===== src/rtl/store_defer_buf.sv =====
`timescale 1ns/1ps
module store_defer_buf #(
  parameter int TAG_W  = 6,
  parameter int IDX_W  = 4,
  parameter int DATA_W = 32,
  localparam int AW    = TAG_W + IDX_W,
  localparam int BE_W  = DATA_W / 8
) (
  input  logic              clk,
  input  logic              rst_n,
  input  logic              req_valid,
  input  logic              req_store,
  input  logic [AW-1:0]     req_addr,
  input  logic [DATA_W-1:0] req_wdata,
  input  logic [BE_W-1:0]   req_be,
  input  logic              flush,
  output logic              rsp_hit,
  output logic              rsp_miss,
  output logic [DATA_W-1:0] rsp_rdata,
  output logic [IDX_W-1:0]  tag_rd_idx,
  input  logic [TAG_W-1:0]  tag_rd_tag,
  input  logic              tag_rd_valid,
  output logic [IDX_W-1:0]  data_rd_idx,
  input  logic [DATA_W-1:0] data_rd_data,
  output logic              data_wr_en,
  output logic [IDX_W-1:0]  data_wr_idx,
  output logic [DATA_W-1:0] data_wr_data,
  output logic [BE_W-1:0]   data_wr_be
);
  logic              pend_valid, pend_hit, flush_armed;
  logic [AW-1:0]     pend_addr;
  logic [DATA_W-1:0] pend_data;
  logic [BE_W-1:0]   pend_be;

  logic is_store, is_load, idle, drain, tag_hit, byp_hit;
  logic [DATA_W-1:0] merged;

  assign is_store = req_valid && req_store;
  assign is_load  = req_valid && !req_store;
  assign idle     = !req_valid;
  assign drain    = flush_armed && idle;

  assign tag_rd_idx  = req_addr[IDX_W-1:0];
  assign data_rd_idx = req_addr[IDX_W-1:0];
  assign tag_hit     = tag_rd_valid && (tag_rd_tag == req_addr[AW-1:IDX_W]);
  assign byp_hit     = is_load && pend_valid && pend_hit && (pend_addr == req_addr);

  always_comb begin
    for (int b = 0; b < BE_W; b++)
      merged[8*b +: 8] = pend_be[b] ? pend_data[8*b +: 8] : data_rd_data[8*b +: 8];
  end

  assign rsp_hit   = req_valid && (byp_hit || tag_hit);
  assign rsp_miss  = req_valid && !rsp_hit;
  assign rsp_rdata = byp_hit ? merged : data_rd_data;

  assign data_wr_en   = pend_valid && pend_hit && (is_store || drain);
  assign data_wr_idx  = pend_addr[IDX_W-1:0];
  assign data_wr_data = pend_data;
  assign data_wr_be   = pend_be;

  always_ff @(posedge clk) begin
    if (!rst_n) begin
      pend_valid  <= 1'b0;
      pend_hit    <= 1'b0;
      flush_armed <= 1'b0;
      pend_addr   <= '0;
      pend_data   <= '0;
      pend_be     <= '0;
    end else begin
      if (is_store) begin
        pend_valid <= 1'b1;
        pend_hit   <= tag_hit;
        pend_addr  <= req_addr;
        pend_data  <= req_wdata;
        pend_be    <= req_be;
      end else if (drain) begin
        pend_valid <= 1'b0;
      end
      if (drain)      flush_armed <= 1'b0;
      else if (flush) flush_armed <= 1'b1;
    end
  end

  assert_wr_from_hit_entry_R3: assert property (@(posedge clk) disable iff (!rst_n)
    data_wr_en |-> (pend_valid && pend_hit));
  assert_wr_slot_R2: assert property (@(posedge clk) disable iff (!rst_n)
    data_wr_en |-> (idle || req_store));
  assert_load_no_wr_R8: assert property (@(posedge clk) disable iff (!rst_n)
    is_load |-> !data_wr_en);
  assert_store_fills_R2: assert property (@(posedge clk) disable iff (!rst_n)
    is_store |=> pend_valid);
  assert_drain_empties_R6: assert property (@(posedge clk) disable iff (!rst_n)
    drain |=> !pend_valid);
  assert_byp_hit_R4: assert property (@(posedge clk) disable iff (!rst_n)
    (is_load && pend_valid && pend_hit && pend_addr == req_addr) |-> (rsp_hit && !rsp_miss));
  assert_empty_no_wr_R7: assert property (@(posedge clk) disable iff (!rst_n)
    !pend_valid |-> !data_wr_en);
endmodule


===== config.mk =====
export PLATFORM = sky130hd
export DESIGN_NAME = store_defer_buf
export DESIGN_NICKNAME = d
export VERILOG_FILES = /design/src/rtl/store_defer_buf.sv
export SDC_FILE = /design/constraint.sdc
export NUM_CORES = 1
export LEC_CHECK = 0
export BUFFER_PORTS_ARGS = -buffer_cell sky130_fd_sc_hd__buf_4
export CELL_PAD_IN_SITES_DETAIL_PLACEMENT = 1
export CELL_PAD_IN_SITES_GLOBAL_PLACEMENT = 1
export CORE_MARGIN = 3
export CORE_UTILIZATION = 26
export DETAILED_ROUTE_END_ITERATION = 10
export GPL_TIMING_DRIVEN = 0
export PLACE_DENSITY_LB_ADDON = 0.15
export SLEW_MARGIN = 10
export SYNTH_ARGS = -nofsm -noshare
export SYNTH_HDL_FRONTEND = slang
export SYNTH_SLANG_ARGS = --single-unit

===== constraint.sdc =====
create_clock -name clk -period 1.6 [get_ports clk]
set_clock_uncertainty 0.05 [all_clocks]
set_input_delay 0.08 -clock clk [delete_from_list [all_inputs] [get_ports clk]]
set_output_delay 0.08 -clock clk [all_outputs]
set_load 0.01 [all_outputs]

* Word-level counts from Yosys, hierarchy flattened
Index checks and enable logic that the tools add are counted.
** Word-level totals
- Flip-flop bits (word level) :: 49
- Input port bits :: 90
** Cells by class
- Equal/unequal tests :: 2
- Mux-type cells :: 7
- Bitwise gates (word level) :: 1
- Reduce and logical (&&, ||, !) cells :: 18
** Operators by type and width (number)
- $mux W32 :: 1
- $mux W8 :: 4
- $logic_and A1 B1 Y1 :: 11
- $eq A10 B10 Y1 :: 1
- $eq A6 B6 Y1 :: 1
- $logic_not A1 Y1 :: 3
- $logic_or A1 B1 Y1 :: 2
- $mux W1 :: 2
- $reduce_bool A2 Y1 :: 1
- $reduce_or A2 Y1 :: 1
- $not A1 Y1 :: 1

* Logic depth before layout (Yosys ltp)
- Depth in word-level cells :: 9
- Gate-level depth with buffers :: 5
- Mapped depth without buffers :: 4

* Least setup slack after synthesis
Ideal clock, no wire load.
- Path type :: register to output
- Start point :: reg pend_addr[1]
- End point :: out rsp_rdata[0]
- Arrival time :: 1521 ps
- Required time :: 1470 ps
- Slack :: -51 ps
- Cell stages (with the launch flop) :: 5
- Cells stage by stage :: dfxtp_1 -> xor2_1 -> nor4b_4 -> nand4_2 -> mux2_2
** On the way
- Longest elaborated chain between the ends :: 3
** Ends and longest elaborated chain
- from (decl) :: RTL line 31 : logic [AW-1:0] pend_addr;
- from (signal assigned) :: RTL line 74 : pend_addr <= req_addr;
- $eq A10 B10 Y1 :: RTL line 46 : assign byp_hit = is_load && pend_valid && pend_hit && (pend_addr == req_addr);
- $logic_and A1 B1 Y1 :: RTL line 46
- $mux W32 :: RTL line 55 : assign rsp_rdata = byp_hit ? merged : data_rd_data;
- to (decl) :: RTL line 19 : output logic [DATA_W-1:0] rsp_rdata,
Every way passes these cells.

* Worst setup path in the final report
- Start point :: reg pend_addr[1]
- End point :: out rsp_rdata[31]
The elaborated chain is that of the path after synthesis.

==> metrics.md <==
| Metric | Value |
|---|---|
| Ratio of cells with drive above 1 in the final layout | `48.6%` |
| Internal | `2.08 mW` |
| Initial Util | `27.2%` |
| Sequential share of power | `46.5%` |
| Yosys top cell area share | `38.2%` |
| CP max-delay cell | `mux2_4` |
| Largest net degree at the start of global routing | `14` |
| Netlist cell types | `24` |
| CTS Root Cell | `clkbuf_8` |
| Minimum clock period | `2.11 ns` |
| Final Worst Setup Slack | `-0.506 ns` |
| Die height | `105 microns` |
| Max-slew violations | `0` |
| Number of port buffers | `171` |
| FF+latch count, synth | `49` |
| Comb power frac | `27.1%` |
| Synth async-reset ratio | `0%` |
| Hold slack | `0.00581 ns` |
| Grt ovf | `0` |
| Leakage | `2.09 nW` |
| YS warnings | `0` |
| R2r endpoint | `pend_addr[1]` |
| Syn avg cell area | `8.78 sq um` |
| Pwr/cell area | `612 mW/mm^2` |
| Hold Crit Endpoint | `data_wr_data[26]` |
| First-pass GRT wire length | `15000 microns` |
| Clk sinks | `49` |
| N_diodes | `0` |
| WL final | `9370 microns` |
| Worst skew pair latency | `0.30 ns` |
| Sw power | `767 uW` |
| Critical Path RT | `1.47 ns` |
| Vias in the first global route | `3015` |
| Starting DRT DRC Count | `86` |
| Worst Hold Class | `primary input to register` |
| H-tree levels | `2` |
| Vias | `2818` |
| Antenna violations before repair | `0` |
| Tcrit/Tclk final | `132%` |
| Drt first pass iters | `4` |
| Dpl hpwl | `7110 microns` |
| Sw Ratio | `26.9%` |
| Startpoint class of the critical path | `register` |
| Cells after synthesis | `292` |
| Synth Flop Type | `dfxtp_1` |
| Die W | `105 microns` |
| DR WL/cell | `14.7 microns` |
| Hold path cells | `3` |
| Post-DRT Antenna Nets | `0` |
| Die area | `0.0111 sq mm` |
| Slew HR | `65.5%` |
| CTS tree | `built` |
| Nets@finish | `600` |
| # rows | `35` |
| Crit path DAT | `1.98 ns` |
| Post-synth net total | `382` |
| Finish-stage setup viols | `34` |
| Sequential-to-total area share from yosys stat | `38.2%` |
| Hold_sp | `req_wdata[26]` |
| Critical path endpoint category | `output port` |
| Final Hold Fails | `0` |
| DR vias/cell | `4.41` |
| Fmax | `0.475 GHz` |
| Max stage delay on crit path | `0.37 ns` |
| FF+latch area | `986 sq um` |
| Crit Path Category | `register to output port` |
| CP Cell Sequence | `xor2_2 -> nor4b_4 -> buf_6 -> nand4_4 -> mux2_4 -> buf_6` |
| Status | `finished with violations` |
| Max cap viols | `0` |
| Max FO, Critical Path | `8` |
| TritonCTS buffer count | `5` |
| Most frequent cell on the critical path | `buf_6` |
| Area of the multi-input gates | `0.00156 sq mm` |
| Core region area | `0.00942 sq mm` |
| Total Routing Usage GR | `16.7%` |
| Overall power | `2.85 mW` |
| CTS Buffer Depth | `2` |
| Number of synthesized flops with an enable pin | `0` |
| Cell taking the most area after synthesis | `dfxtp_1` |
| Failing checks | `negative setup slack` |
| Fill count | `1115` |
| Synthesized cell area | `0.00256 sq mm` |
| Worst slew pin tran | `0.517 ns` |
| Reg2Reg Setup Slack | `0.77 ns` |
| Synth top area cells | `dfxtp_1 (38%), mux2_2 (14%), nand2_1 (14%)` |
| Reg2Reg Depth | `3` |
| DRC viols | `0` |
| Clk pin slew, worst setup/hold paths | `0.09 ns` |
| RSZ-0062 raised after global routing | `yes` |
| Gpl congestion | `0.651` |
| Reg2Reg Launch Point | `pend_addr[1]` |
| Area Overhead vs Synth | `81.4%` |
| VDD IR-drop max | `0.354 mV` |
| Proportion of power drawn by the clock network | `26.5%` |
| IO Pins | `173` |
[cell type report]
cell class              count  area share, %
plain buffers              27           3.15
clock buffers               7           1.86
multi-input cells         216           33.6
flip-flops and latches     49           21.2
well taps                 129           3.47
repair buffers            211           36.7
[routing by layer]
metal | GRT usage [%] | share of wire [%]
met5 | 0 | 0
met4 | 3.94 | 1.3
met3 | 5.14 | 8.7
met2 | 29.7 | 49
met1 | 19.5 | 41
[stage by stage]
stage,area (sq um),TNS (ns),setup WS [ns],instances,utilization (%)
floorplan,2560,-1.59,-0.0506,292,-
global placement,4010,-13.40,-0.451,592,42.6
detailed placement,4010,-14.31,-0.478,592,42.6
CTS,4620,-16.62,-0.534,639,49.0
global route,4650,-19.37,-0.614,639,49.4
finish,4650,-15.54,-0.506,639,49.4
[registers in the layout (all words and copies together), names as in the netlist]
signal        count
data_wr_data     32
pend_addr        10
data_wr_be        4
flush_armed       1
pend_hit          1
pend_valid        1
[critical path, delay by kind of cell, from the launching register on]
kind | cells | cell delay (ns)
mux | 1 | 0.37
buf+inv | 2 | 0.30
simple gates | 2 | 0.49
xor+xnor | 1 | 0.16
flops | 1 | 0.35
[what timing repair did]
item	CTS	global route
pin swaps	11	6
setup endpoints to repair	34	34
gates resized for setup	22	9
endpoints found under the hold margin	36	0
buffers inserted	4	0
hold buffers	36	0
[synthesized netlist by cell type, types with 4 or more instances]
cell type	n
nor3b_1	4
a21boi_0	47
nand2_1	96
dfxtp_1	49
clkbuf_1	13
mux2_2	32
xor2_1	11
xnor2_1	5
nand4_2	4
buf_4	12
[power groups by stage]
stage               clock [mW]  sequential (mW)  combinational, mW
floorplan                    0             1.36              0.259
global placement             0             1.35              0.647
detailed placement           0             1.35              0.665
CTS                      0.786             1.32              0.774
global route             0.830             1.33              0.843
finish                   0.754             1.32              0.770
[cells by family (layout without fill, tap and decap cells)]
| logic type | count (synthesis) | in the layout | synth area share, % |
|---|---|---|---|
| flops | 49 | 49 | 38.2 |
| buf+inv | 27 | 245 | 5.71 |
| xor+xnor | 16 | 16 | 5.46 |
| compound gates | 50 | 50 | 14.5 |
| simple gates | 117 | 117 | 21.7 |
| mux | 33 | 33 | 14.4 |
[worst max-delay path by stage]
stage | endpoint | startpoint
6_report | rsp_rdata[31] | pend_addr[1]
5_1_grt | rsp_rdata[25] | pend_addr[6]
4_1_cts | rsp_rdata[31] | pend_addr[9]
3_5_place_dp | rsp_rdata[18] | pend_addr[3]
3_3_place_gp | rsp_rdata[22] | pend_addr[1]
2_1_floorplan | rsp_rdata[0] | pend_addr[1]
[layout by cell type, fill, tap and decap left out]
cell,count
o41ai_1,1
clkbuf_1,14
dlygate4sd3_1,36
and3_4,1
nor2b_1,2
a21boi_2,1
buf_6,6
nor4b_4,1
a21boi_0,46
dfxtp_1,45
dfxtp_2,4
nor3_4,1
mux2_2,29
mux2_4,3
nand4_1,2
nand4_4,4
xnor2_1,5
nor4_4,1
buf_4,180
nor2_1,1
buf_1,2
xor2_2,6
xor2_1,5
buf_12,1
nand2b_1,1
a21oi_1,2
nand2_1,96
and2_1,2
or3_1,1
mux2i_1,1
nor3b_2,4
clkbuf_8,6
(Power assumes the default switching activity.)
